[config.mk]
export PLATFORM = sky130hd
export DESIGN_NAME = exc_exit_rec
export DESIGN_NICKNAME = d
export VERILOG_FILES = /design/src/rtl/exc_rec_pkg.sv /design/src/rtl/exc_rec_classify.sv /design/src/rtl/exc_rec_store.sv /design/src/rtl/exc_rec_fsm.sv /design/src/rtl/exc_exit_rec.sv
export SDC_FILE = /design/constraint.sdc
export NUM_CORES = 1
export LEC_CHECK = 0
export CAP_MARGIN = 40
export CORE_AREA = 2 2 157 159
export DETAILED_ROUTE_END_ITERATION = 7
export DIE_AREA = 0 0 159 161
export PLACE_DENSITY = 0.8
export SYNTH_ARGS = -nofsm -noshare
export SYNTH_HDL_FRONTEND = slang
export SYNTH_HIERARCHICAL = 1
export SYNTH_SLANG_ARGS = --single-unit
[constraint.sdc]
create_clock -name clk -period 5.5 [get_ports clk]
set_input_delay 1.1 -clock clk [delete_from_list [all_inputs] [get_ports clk]]
set_output_delay 1.1 -clock clk [all_outputs]
set_load 0.01 [all_outputs]
[src/rtl/exc_rec_pkg.sv]
package exc_rec_pkg;
    localparam int VEC_W   = 5;
    localparam int NUM_VEC = 1 << VEC_W;
    localparam int TYPE_W  = 3;
    localparam int INFO_W  = 32;
    localparam int PF_VEC  = 14;
    localparam int DF_VEC  = 8;

    typedef enum logic {
        ST_IDLE = 1'b0,
        ST_EXIT = 1'b1
    } rec_state_e;

    function automatic logic [INFO_W-1:0] pack_info(
        input logic [VEC_W-1:0]  vec,
        input logic [TYPE_W-1:0] typ,
        input logic              errv
    );
        logic [INFO_W-1:0] w;
        w        = '0;
        w[7:0]   = {{(8-VEC_W){1'b0}}, vec};
        w[10:8]  = typ;
        w[11]    = errv;
        return w;
    endfunction
endpackage

[src/rtl/exc_rec_classify.sv]
module exc_rec_classify
    import exc_rec_pkg::*;
(
    input  logic                 accept_en,
    input  logic                 guest_mode,
    input  logic                 exc_valid,
    input  logic [VEC_W-1:0]     vector,
    input  logic [TYPE_W-1:0]    evt_type,
    input  logic                 err_valid,
    input  logic [NUM_VEC-1:0]   intercept_mask,
    output logic                 hit_take,
    output logic                 rec_take,
    output logic [INFO_W-1:0]    info_word
);
    logic taken;
    logic masked;

    always_comb begin
        taken     = accept_en && guest_mode && exc_valid;
        masked    = intercept_mask[vector];
        hit_take  = taken && masked;
        rec_take  = taken && !masked;
        info_word = pack_info(vector, evt_type, err_valid);
    end
endmodule

[src/rtl/exc_rec_store.sv]
module exc_rec_store
    import exc_rec_pkg::*;
#(
    parameter int ERR_W = 32
) (
    input  logic              clk,
    input  logic              rst,
    input  logic              rec_take,
    input  logic [INFO_W-1:0] info_word,
    input  logic [ERR_W-1:0]  err_code,
    input  logic              evt_set,
    input  logic              evt_clr,
    output logic [INFO_W-1:0] rec_info,
    output logic [ERR_W-1:0]  rec_err,
    output logic              in_event
);
    always_ff @(posedge clk) begin
        if (rst) begin
            rec_info <= '0;
            rec_err  <= '0;
            in_event <= 1'b0;
        end else begin
            if (rec_take) begin
                rec_info <= info_word;
                rec_err  <= err_code;
            end
            if (evt_clr)
                in_event <= 1'b0;
            else if (evt_set)
                in_event <= 1'b1;
        end
    end

    AST_REC_RESERVED: assert property (@(posedge clk) disable iff (rst)
        rec_info[31:12] == '0);
endmodule

[src/rtl/exc_rec_fsm.sv]
module exc_rec_fsm
    import exc_rec_pkg::*;
(
    input  logic clk,
    input  logic rst,
    input  logic go_exit,
    output logic accept_en,
    output logic exit_pulse
);
    rec_state_e state_q, state_d;

    always_ff @(posedge clk) begin
        if (rst)
            state_q <= ST_IDLE;
        else
            state_q <= state_d;
    end

    always_comb begin
        state_d    = state_q;
        accept_en  = 1'b0;
        exit_pulse = 1'b0;
        unique case (state_q)
            ST_IDLE: begin
                accept_en = 1'b1;
                if (go_exit)
                    state_d = ST_EXIT;
            end
            ST_EXIT: begin
                exit_pulse = 1'b1;
                state_d    = ST_IDLE;
            end
            default: state_d = ST_IDLE;
        endcase
    end

    AST_SINGLE_PULSE: assert property (@(posedge clk) disable iff (rst)
        exit_pulse |=> !exit_pulse);
    AST_IDLE_HOLD: assert property (@(posedge clk) disable iff (rst)
        (accept_en && !go_exit) |=> !exit_pulse);
endmodule

[src/rtl/exc_exit_rec.sv]
module exc_exit_rec
    import exc_rec_pkg::*;
#(
    parameter int          ERR_W     = 32,
    parameter int          ADDR_W    = 64,
    parameter int          CODE_W    = 64,
    parameter logic [63:0] EXIT_BASE = 64'h40
) (
    input  logic                clk,
    input  logic                rst,
    input  logic                guest_mode,
    input  logic                exc_valid,
    input  logic [4:0]          vector,
    input  logic [2:0]          evt_type,
    input  logic [ERR_W-1:0]    err_code,
    input  logic                err_valid,
    input  logic [ADDR_W-1:0]   qual_addr,
    input  logic [31:0]         intercept_mask,
    input  logic                in_event_set,
    output logic                exit_pulse,
    output logic [CODE_W-1:0]   exit_code,
    output logic [CODE_W-1:0]   exit_info1,
    output logic [CODE_W-1:0]   exit_info2,
    output logic [31:0]         int_info,
    output logic [ERR_W-1:0]    int_err
);
    localparam int ERR_PAD  = CODE_W - ERR_W;
    localparam int ADDR_PAD = CODE_W - ADDR_W;

    logic              accept_en;
    logic              hit_take;
    logic              rec_take;
    logic [INFO_W-1:0] info_word;
    logic [INFO_W-1:0] rec_info;
    logic [ERR_W-1:0]  rec_err;
    logic              in_event;
    logic              evt_live;

    exc_rec_fsm u_fsm (
        .clk        (clk),
        .rst        (rst),
        .go_exit    (hit_take),
        .accept_en  (accept_en),
        .exit_pulse (exit_pulse)
    );

    exc_rec_classify u_cls (
        .accept_en      (accept_en),
        .guest_mode     (guest_mode),
        .exc_valid      (exc_valid),
        .vector         (vector),
        .evt_type       (evt_type),
        .err_valid      (err_valid),
        .intercept_mask (intercept_mask),
        .hit_take       (hit_take),
        .rec_take       (rec_take),
        .info_word      (info_word)
    );

    exc_rec_store #(.ERR_W(ERR_W)) u_store (
        .clk       (clk),
        .rst       (rst),
        .rec_take  (rec_take),
        .info_word (info_word),
        .err_code  (err_code),
        .evt_set   (in_event_set),
        .evt_clr   (hit_take),
        .rec_info  (rec_info),
        .rec_err   (rec_err),
        .in_event  (in_event)
    );

    always_comb begin
        evt_live = in_event && (vector != VEC_W'(DF_VEC));
    end

    always_ff @(posedge clk) begin
        if (rst) begin
            exit_code  <= '0;
            exit_info1 <= '0;
            exit_info2 <= '0;
            int_info   <= '0;
            int_err    <= '0;
        end else if (hit_take) begin
            exit_code  <= CODE_W'(EXIT_BASE) + CODE_W'(vector);
            exit_info1 <= err_valid ? {{ERR_PAD{1'b0}}, err_code} : '0;
            exit_info2 <= (err_valid && vector == VEC_W'(PF_VEC))
                          ? {{ADDR_PAD{1'b0}}, qual_addr} : '0;
            int_info   <= evt_live ? (rec_info | 32'h8000_0000) : '0;
            int_err    <= evt_live ? rec_err : '0;
        end
    end

    AST_CODE_RANGE: assert property (@(posedge clk) disable iff (rst)
        exit_pulse |-> (exit_code >= CODE_W'(EXIT_BASE) &&
                        exit_code <  CODE_W'(EXIT_BASE) + CODE_W'(NUM_VEC)));
    AST_FLAG_CLEARED: assert property (@(posedge clk) disable iff (rst)
        exit_pulse |-> !in_event);
    AST_INFO2_PF_ONLY: assert property (@(posedge clk) disable iff (rst)
        (exit_pulse && exit_info2 != '0)
            |-> exit_code == CODE_W'(EXIT_BASE) + CODE_W'(PF_VEC));
    AST_REPORT_VALID_BIT: assert property (@(posedge clk) disable iff (rst)
        (exit_pulse && int_info != '0) |-> int_info[31]);
    AST_OUT_STABLE: assert property (@(posedge clk) disable iff (rst)
        !hit_take |=> $stable(exit_code));
endmodule

Yosys cells after proc, flatten, opt, wreduce, memory -nomap -nowiden
Index checks and enable logic that the tools add are counted.
- register bits: 299
- eq/ne operators: 2
- bitwise logic cells: 1
- muxes and demuxes: 10
- magnitude comparators: 1
- reductions and logical operators: 8
- add/subtract/negate cells: 1
- operator list (kind ; count):
    32-bit 2-to-1 mux ; 3
    64-bit 2-to-1 mux ; 1
    7-bit by 5-bit adder with 8-bit output, first input constant ; 1
    1-bit logical AND ; 6
    5-bit by 6-bit less-than comparator with 1-bit output, second input constant ; 1
    1-bit binary-select mux with 5-bit select ; 1
    5-bit by 4-bit equality test with 1-bit output, second input constant ; 1
    5-bit by 4-bit inequality test with 1-bit output, second input constant ; 1
    1-bit 2-to-1 mux ; 4
    1-bit case mux with 2 select lines ; 1
    2-bit OR reduction ; 1
    1-bit logical NOT ; 1
    1-bit inverter ; 1

Depth between registers and ports, before layout
Gate-level depths: netlist of the first run.
- word-level depth: 6
- depth in mapped cells: 13

By module
The synthesis of the first run kept the hierarchy.
- modules (own cells, without submodules) (module ; sequential area each (um2) ; area each (um2) ; cells an instance ; instances):
    exc_exit_rec ; 3323.2 ; 7115.6 ; 691 ; 1
    exc_rec_store ; 1301.2 ; 2326.0 ; 209 ; 1
    exc_rec_classify ; 0.0 ; 601.8 ; 78 ; 1
    exc_rec_fsm ; 20.0 ; 36.3 ; 3 ; 1

Worst setup path before layout of the first run
No wires, ideal clock.
- kind: input to register
- start point: input vector[1]
- end point: register exit_info2[46]
- buffers on the path: 6
- library setup time: 0.084 ns
- stages: 13
- arrival time: 2.930 ns
- setup slack: 2.486 ns
- path through: buf_6 buf_12 mux2i_1 a22oi_1 nand3_1 and4_1 nor2_1 buf_4 buf_6 buf_4 clkbuf_1 nand2_1 o31ai_2
- cells in the longest elaborated chain, start to end: 3
- ends and longest elaborated chain (element ; line ; RTL):
    start, declared ; exc_exit_rec.sv:13 ; input logic [4:0] vector,
    1-bit binary-select mux with 5-bit select ; exc_rec_classify.sv:20 ; masked = intercept_mask[vector];
    1-bit 2-to-1 mux (not written as such) ; exc_rec_classify.sv:20 ;
    1-bit logical AND ; exc_rec_classify.sv:21 ; hit_take = taken && masked;
    net hit_take ; exc_exit_rec.sv:31 ; logic hit_take;
    end signal, assigned ; exc_exit_rec.sv:87 ; exit_info2 <= (err_valid && vector == VEC_W'(PF_VEC))
    end, declared ; exc_exit_rec.sv:23 ; output logic [CODE_W-1:0] exit_info2,
The timed path passes the listed nets, and every way through them passes these cells. The select of a mux whose other input is x is not followed.
A chain may end at the register's enable or synchronous reset.

Final worst setup path of the first run
- start point: input vector[1]
- end point: register int_info[1]
- cells in the longest elaborated chain, start to end: 3
- ends and longest elaborated chain (element ; line ; RTL):
    1-bit binary-select mux with 5-bit select ; exc_rec_classify.sv:20 ;
    1-bit 2-to-1 mux (not written as such) ; exc_rec_classify.sv:20 ;
    1-bit logical AND ; exc_rec_classify.sv:21 ;
    net hit_take ; exc_exit_rec.sv:31 ;
    end signal, assigned ; exc_exit_rec.sv:89 ; int_info <= evt_live ? (rec_info | 32'h8000_0000) : '0;
    end, declared ; exc_exit_rec.sv:24 ; output logic [31:0] int_info,
The timed path passes the listed nets, and every way through them passes these cells. The select of a mux whose other input is x is not followed.

==> metrics.md, run 1 <==
| Metric | Value |
|---|---|
| Slew @ Worst Pin | 787 ps |
| Most common cell on crit path | nor2_4 |
| Core Util, Final | 0.569 |
| GR peak layer | met2 |
| Cell Chain, Critical Path | clkdlybuf4s50_1 -> buf_16 -> mux2i_1 -> a22oi_1 -> nand3_1 -> and4_1 -> nor2_4 -> buf_4 -> nor2_4 -> buf_12 -> a22o_1 |
| Switching share of total power | 0.228 |
| Unrepaired setup endpoints after global routing | false |
| Top delay family on crit path | buffers and inverters |
| Via count | 7487 |
| Worst stage delay on the critical path | 760 ps |
| Design Area, Final | 13600 sq um |
| Placed cell area | 12800 sq um |
| M2 GR Usage | 0.303 |
| Area of the mapped netlist | 10000 sq um |
| Placed cell count | 1538 |
| Cell Rows | 57 |
| Starting Density | 0.419 |
| Fin crit period | 3730 ps |
| Post-route DRC | 0 |
| Cells after Synth | 977 |
| Static Leak | 5.13 nW |
| Crit Path Class | primary input to register |
| Die height | 161 microns |
| CP Depth | 11 |
| Clock Skew | 11.5 ps |
| Antenna Violating Nets Remaining | 0 |
| Flop pwr share | 0.450 |
| Critical Path RT | 5890 ps |
| CTS Buf Count | 25 |
| Final Hold Viols | 0 |
| Crit-path slowest cell | clkdlybuf4s50_1 |
| H-tree Lvls | 1 |
| Maximum clock frequency | 268 MHz |
| Avg Inst Size Synth | 10.3 sq um |
| GRT Residual Overflow | 0 |
| Cell-internal power | 2.96 mW |
| Critical path launch point type | primary input |
| Largest net degree at the start of global routing | 127 |
| Final Hold Slack | 464 ps |
| Grt met3 use | 0.0683 |
| IO Pins | 399 |
| Combinational Power Share | 0.097 |
| Clock network fraction of total power | 0.453 |
| Pwr/cell area | 281 nW/um^2 |
| Chip width | 159 microns |
| Max IR drop VDD | 0.000229 V |
| Final WS setup | 1770 ps |
| Layout Cells excl Fill | 1584 |
| Clk sink count | 231 |
| Initial DRC count | 438 |
| Met1 Usage GRT | 0.224 |
| Clock transition at path regs | 60 ps |
| Class of the worst hold path | register to register |
| Outcome | completed |
| Hold depth | 1 |
| Slew Viols, Final | 0 |
| Setup bufs post-CTS | 0 |
| Psw | 0.871 mW |
| Via density | 4.73 |
| Setup crit end kind | register |
| Initial antenna violation count | 1 |
| Final setup fails | 0 |
| Number of global-route vias before repair | 7156 |
| DP Worst Slack | 1230 ps |
| Total power | 3.83 mW |
| Gpl congestion | 0.758 |
| Total die area | 25600 sq um |
| Part of the cycle the worst path needs | 0.679 |
| I/O Buffers | 308 |
| Gates resized, CTS repair | 0 |
| Slew headroom | 0.475 |
| Total wire length | 24600 microns |
| CTS root buffer | clkbuf_16 |
| Max-cap violations | 0 |
| WP buf/inv | 4 |
| GRT Overall Usage | 0.181 |
| Syn. warnings | 6 |
| Setup TNS Final | 0 ps |
| Core area | 24000 sq um |
| Pre-antenna DRT Iters | 4 |
| Share of layout cells above drive strength 1 | 0.153 |
| Longest Clk Path Bufs | 3 |
| CTS tree | done |
| Post-DP HPWL | 16800 microns |
| Hold buffer count at cts | 0 |
| Clk_lat worst skew | 520 ps |
| Critical path fanouts, max | 50 |
| R2R depth | 7 |
| Layout area overhead | 35.7% |
| Global-route wire length before repair | 38700 microns |
| Drt wl/cell | 15.5 microns |
| Crit path DAT | 4130 ps |
| Nets | 1383 |
==> power by group through the flow <==
stage	logic (mW)	registers (mW)	clock network, mW
2_1_floorplan	0.264	1.76	0
3_3_place_gp	0.360	1.76	0
3_5_place_dp	0.368	1.76	0
4_1_cts	0.369	1.72	1.78
5_1_grt	0.400	1.73	1.85
6_report	0.369	1.72	1.73
==> state kept, by name, indices dropped and copies added (netlist names) <==
| register | flops |
|---|---|
| exit_info1 | 32 |
| u_store/in_event | 1 |
| u_store/rec_info | 31 |
| int_err | 32 |
| u_store/rec_err | 32 |
| exit_info2 | 64 |
| int_info | 32 |
| u_fsm/state_q | 1 |
| exit_code | 6 |
==> area by class of cell <==
class                      count  area, sq um
fill                        2046        10300
sequential                   231         4620
multi-input combinational    658         4440
timing repair buffer         324         3290
clock buffer                  35          703
tap                          324          405
clock inverter                10          154
inverter                       1         3.75
antenna                        1         2.50
==> placed cells by master (no fill, tap or decap), types with 2 or more instances in the layout <==
| cell | count |
|---|---|
| a21oi_1 | 36 |
| a22o_1 | 63 |
| a22oi_1 | 4 |
| and2b_2 | 2 |
| buf_12 | 5 |
| buf_4 | 10 |
| bufinv_16 | 4 |
| clkbuf_1 | 6 |
| clkbuf_16 | 25 |
| clkbuf_8 | 5 |
| clkdlybuf4s50_1 | 307 |
| clkinv_2 | 5 |
| conb_1 | 112 |
| dfxtp_1 | 231 |
| mux2i_1 | 84 |
| nand2_1 | 70 |
| nand3_1 | 5 |
| nor2_1 | 105 |
| nor2_4 | 2 |
| nor2b_1 | 33 |
| o31ai_1 | 4 |
| o31ai_2 | 60 |
| or3b_2 | 64 |
==> worst paths after layout <==
| check | from | endpoint | slack [ps] |
|---|---|---|---|
| max | vector[1] | int_info[1] | 1770 |
| max reg2reg | u_fsm/state_q | int_info[1] | 3370 |
| min | u_store/rec_info[20] | int_info[20] | 460 |
| min reg2reg | u_store/rec_info[20] | int_info[20] | 460 |
==> worst reg2reg max path: stages, from the launching register on <==
cell and delay (ps):
dfxtp_1 330, inv_1 60, nand3_1 170, nor2_4 200, buf_4 470, nor2_4 250
buf_12 260, a22o_1 290
==> layer usage <==
metal  routed length (microns)  vias to the layer above
met5                         0                        -
met4                       514                        0
met3                      2300                       31
met2                     11700                      291
met1                     10000                     3504
li1                          -                     3661
No activity file was read; power rests on OpenSTA's default activity.
==> run 2, diff against run 1 <==
- CORE_AREA: 2 2 157 159 -> unset
- CORE_UTILIZATION: unset -> 40
- DIE_AREA: 0 0 159 161 -> unset
- clock period: 5.5 -> 3.06 ns (I/O delays scaled with it)
==> run 2 against run 1 <==
  * Routed wire length fell by 1.4%
  * Cell area rose by 2.3%
  * Combinational power rose by 92%
  * Global-route usage barely moved
  * Utilization rose by 0.13 points
  * First-iteration DRC count fell by 24%
  * Clock skew rose by 1.3 ps
  * Clock-buffer cell count rose by 1
  * Power rose by 82%
  * Critical path depth did not move
==> metrics.md, run 2 (synthesis results as in run 1) <==
| Metric | Value |
|---|---|
| Total wire length | 24200 microns |
| Cell Rows | 57 |
| H-tree Lvls | 1 |
| Gates resized, CTS repair | 0 |
| Grt met3 use | 0.0519 |
| Clk sink count | 231 |
| Commonest non-fill, non-tap cells in the layout | clkdlybuf4s50_1, dfxtp_1, conb_1, nor2_1, mux2i_1 |
| Maximum clock frequency | 391 MHz |
| Setup TNS Final | 0 ps |
| Total die area | 25700 sq um |
| Final Hold Slack | 463 ps |
| R2R depth | 8 |
| CTS Buf Count | 25 |
| Pre-antenna DRT Iters | 4 |
| Final Hold Viols | 0 |
| Area of the multi-input gates | 4440 sq um |
| Class of the worst hold path | register to register |
| I/O Buffers | 308 |
| Drt wl/cell | 15.1 microns |
| Initial DRC count | 335 |
| Hold buffer count at cts | 0 |
| GRT Overall Usage | 0.182 |
| Via density | 4.71 |
| Setup crit end kind | register |
| Crit path DAT | 3010 ps |
| Max reg flops | 64 |
| Unrepaired setup endpoints after global routing | false |
| Layout area overhead | 38.9% |
| CTS tree | done |
| Critical Path RT | 3510 ps |
| Final setup fails | 0 |
| Starting Density | 0.410 |
| Initial antenna violation count | 0 |
| Final WS setup | 500 ps |
| Crit Path Class | primary input to register |
| Antenna Violating Nets Remaining | 0 |
| Total power | 6.97 mW |
| Hold depth | 1 |
| Clk_lat worst skew | 530 ps |
| Critical path fanouts, max | 32 |
| Post-DP HPWL | 16900 microns |
| Largest register by flop count | exit_info2 |
| GR peak layer | met2 |
| Critical path launch point type | primary input |
| Met1 Usage GRT | 0.221 |
| Static Leak | 5.31 nW |
| DP Worst Slack | -32.0 ps |
| Max IR drop VDD | 0.000327 V |
| Largest net degree at the start of global routing | 82 |
| Core area | 24500 sq um |
| Share of layout cells above drive strength 1 | 0.171 |
| Outcome | completed |
| Sequential cell area | 4620 sq um |
| Clock transition at path regs | 60 ps |
| Longest Clk Path Bufs | 3 |
| Pwr/cell area | 500 nW/um^2 |
| Setup bufs post-CTS | 0 |
| Die height | 160 microns |
| Part of the cycle the worst path needs | 0.836 |
| Slew Viols, Final | 0 |
| Antenna diodes | 0 |
| Number of global-route vias before repair | 7370 |
| M2 GR Usage | 0.311 |
| Chip width | 160 microns |
| CTS root buffer | clkbuf_16 |
| IO Pins | 399 |
| GRT Residual Overflow | 0 |
| Fin crit period | 2560 ps |
| Via count | 7580 |
| Commonest non-fill, non-tap cell in the layout | clkdlybuf4s50_1 |
| Fillers | 2038 |
| Max-cap violations | 0 |
| Gpl congestion | 0.853 |
| Post-route DRC | 0 |
| Global-route wire length before repair | 38700 microns |
| Nets | 1408 |
| Clock Skew | 12.9 ps |
[run 2: cell types whose count changed in the layout (fill, tap and decap cells not counted), sizes merged]
cell / delta
buf: +25
bufinv: -1
clkbuf: +1
diode: -1
[run 2: stage by stage]
step                       util  instance area (sq um)  instances
after floorplan               -                  10500       1087
after global placement    0.534                  13100       1563
after detailed placement  0.534                  13100       1563
after CTS                 0.570                  13900       1608
after global routing      0.570                  13900       1608
final                     0.570                  13900       1608
[run 2: power by group]
group	total [mW]	leakage (nW)	internal (mW)	switching, mW
Sequential	3.10	1.87	3.07	0.0298
Combinational	0.708	3.00	0.352	0.356
Clock	3.17	0.441	1.95	1.22
Total	6.97	5.31	5.37	1.60
[run 2: final cells by class]
cell class / instances / share of cell area
clock buffer: 36 / 0.0536
clock inverter: 9 / 0.00969
inverter: 1 / 0.000269
multi-input combinational: 658 / 0.319
sequential: 231 / 0.332
tap: 324 / 0.0291
timing repair buffer: 349 / 0.257
[run 2: path summary, 6_finish.rpt]
| check | startpoint | endpoint | slack [ps] |
|---|---|---|---|
| max | vector[0] | exit_info1[23] | 500 |
| min reg2reg | u_store/rec_err[27] | int_err[27] | 460 |
| max reg2reg | u_fsm/state_q | exit_info1[23] | 1310 |
| min | u_store/rec_err[27] | int_err[27] | 460 |
[run 2: routing by layer]
metal / part of all wire / routed length, microns
met2: 0.48 / 11600
met1: 0.42 / 10100
met5: 0 / 0
met3: 0.076 / 1850
met4: 0.025 / 613
[run 2: critical path, stage by stage]
cell and delay [ps]:
clkdlybuf4s50_1 570, and2b_2 280, a22oi_1 160, nand3_1 90, and4_1 250, nor2_4 170
buf_4 270, and2_1 210, buf_12 210, a21oi_1 100, nor2_1 90
==> run 3, diff against run 2 <==
- CORE_UTILIZATION: 40 -> 44
- PLACE_DENSITY: 0.8 -> 0.83
- clock period: 3.06 -> 2.36 ns (I/O delays scaled with it)
==> run 3 against run 2 <==
  * Combinational power is 37% higher
  * Register-to-register slack worse by 670 ps
  * Sequential share of layout area is 0.32 points lower
  * Routed wire length is 4.6% higher
  * Clock skew hardly changed
  * Cell area is 0.99% higher
  * Sequential power is 30% higher
  * Non-clock buffer count is 22 higher
  * Via count is 0.28% higher
  * First-iteration DRC count is 2.1% higher
  * Utilization is 6.7 points higher
  * Global-route usage is 2.5 points higher
  * Critical path type unchanged
==> metrics.md, run 3 (synthesis results as in run 1) <==
| Metric | Value |
|---|---|
| Outcome | completed |
| Fillers | 1698 |
| Slew @ Worst Pin | 764 ps |
| Die height | 153 microns |
| Core area | 22100 sq um |
| Final setup fails | 0 |
| Max IR drop VDD | 0.000407 V |
| Total wire length | 25300 microns |
| Slew Viols, Final | 0 |
| CTS Buf Count | 25 |
| I/O Buffers | 308 |
| Highest routed layer | met4 |
| Antenna Violating Nets Remaining | 0 |
| Global-route wire length before repair | 39800 microns |
| DR WL met2 | 12200 microns |
| Clock transition at path regs | 60 ps |
| Max-cap violations | 0 |
| Nets | 1430 |
| Commonest non-fill, non-tap cells in the layout | clkdlybuf4s50_1, dfxtp_1, conb_1, nor2_1, mux2i_1 |
| Total die area | 23400 sq um |
| Maximum clock frequency | 448 MHz |
| Longest Clk Path Bufs | 3 |
| Placed cell area | 13200 sq um |
| Critical Path RT | 2780 ps |
| Critical path fanouts, max | 32 |
| GRT Overall Usage | 0.207 |
| Fin crit period | 2230 ps |
| Post-DP HPWL | 17600 microns |
| Drt wl/cell | 16.0 microns |
| Chip width | 153 microns |
| Class of the worst hold path | primary input to register |
| Post-route DRC | 0 |
| Hold buffer count at cts | 0 |
| GRT Residual Overflow | 0 |
| Slew headroom | 0.491 |
| Part of the cycle the worst path needs | 0.945 |
| Unrepaired setup endpoints after global routing | false |
| Final Hold Viols | 0 |
| Clk_lat worst skew | 520 ps |
| Clk sink count | 231 |
| Pre-antenna DRT Iters | 4 |
| Layout area overhead | 40.2% |
| IO Pins | 399 |
| H-tree Lvls | 1 |
| CTS root buffer | clkbuf_16 |
| Static Leak | 5.44 nW |
| Via count | 7601 |
| Antenna diodes | 0 |
| Starting Density | 0.454 |
| Commonest non-fill, non-tap cell in the layout | clkdlybuf4s50_1 |
| Clock Skew | 13.2 ps |
| Critical path launch point type | primary input |
| Via density | 4.79 |
| Max reg flops | 64 |
| Cell Rows | 54 |
| Initial DRC count | 342 |
| Number of global-route vias before repair | 7539 |
| Design Area, Final | 14100 sq um |
| CTS tree | done |
| Gpl congestion | 0.825 |
| Crit path DAT | 2650 ps |
| Met1 Wirelength | 10600 microns |
| Initial antenna violation count | 0 |
| Pwr/cell area | 627 nW/um^2 |
| Share of layout cells above drive strength 1 | 0.187 |
| Reg2Reg Setup Slack | 640 ps |
| Largest register by flop count | exit_info2 |
| DR WL met3 | 1980 microns |
| Setup crit end kind | register |
| Largest net degree at the start of global routing | 75 |
| Core Util, Final | 0.637 |
| Crit Path Class | primary input to register |
-- run 3: per-layer routing --
metal  vias to the layer above  GRT usage
li1                       3754          -
met1                      3555      0.244
met2                       251      0.353
met3                        41     0.0692
met4                         0     0.0635
met5                         -          0
-- run 3: stage by stage --
| step | std cells | setup TNS [ps] | power [mW] | setup WS, ps | hold WS, ps |
|---|---|---|---|---|---|
| final | 1587 | 0 | 8.83 | 129 | 335 |
| after global routing | 1587 | 0 | 9.17 | 3.61 | 343 |
| after CTS | 1584 | 0 | 8.90 | 14.8 | 321 |
| after detailed placement | 1537 | -111540 | 5.04 | -566 | 453 |
| after global placement | 1537 | -101540 | 5.03 | -513 | 446 |
| after floorplan | 1087 | -1290 | 4.72 | -25.7 | 442 |
-- run 3: worst max-delay path, cell delays in order --
cell and delay [ps]:
dlygate4sd2_1 280, bufbuf_16 310, mux2i_1 210, a22oi_1 100, nand3_1 90, and4_4 230, nor2_4 60, buf_12 160
buf_12 150, or3b_2 480, o31ai_2 80
-- run 3: timing repair --
item	in CTS	in global routing
gates cloned	1	2
buffers inserted	0	1
resized for setup	3	4
endpoints found under the setup margin	121	113
pin swaps	0	1
endpoints found under the hold margin	0	0
-- run 3: worst paths after layout --
| check | startpoint | end | cells past startpoint |
|---|---|---|---|
| max | vector[1] | exit_info2[39] | 11 |
| min reg2reg | u_store/rec_info[21] | int_info[21] | 1 |
| min | rst | exit_code[2] | 2 |
| max reg2reg | u_fsm/state_q | exit_info2[39] | 7 |
-- run 3: area by class of cell --
| class | count | area [sq um] | share of cell area |
|---|---|---|---|
| Inverter | 1 | 3.75 | 0.000267 |
| Sequential cell | 231 | 4620 | 0.328 |
| Timing Repair Buffer | 371 | 3830 | 0.272 |
| Clock inverter | 15 | 143 | 0.0101 |
| Clock buffer | 31 | 678 | 0.0482 |
| Multi-Input combinational cell | 658 | 4450 | 0.316 |
| Tap cell | 280 | 350 | 0.0249 |
-- run 3: report_power, final --
| part | total, mW | switching, mW | leakage, nW | internal (mW) |
|---|---|---|---|---|
| logic | 0.967 | 0.476 | 3.16 | 0.492 |
| registers | 4.02 | 0.0406 | 1.87 | 3.98 |
| clock network | 3.85 | 1.58 | 0.411 | 2.27 |
| total | 8.83 | 2.09 | 5.44 | 6.74 |
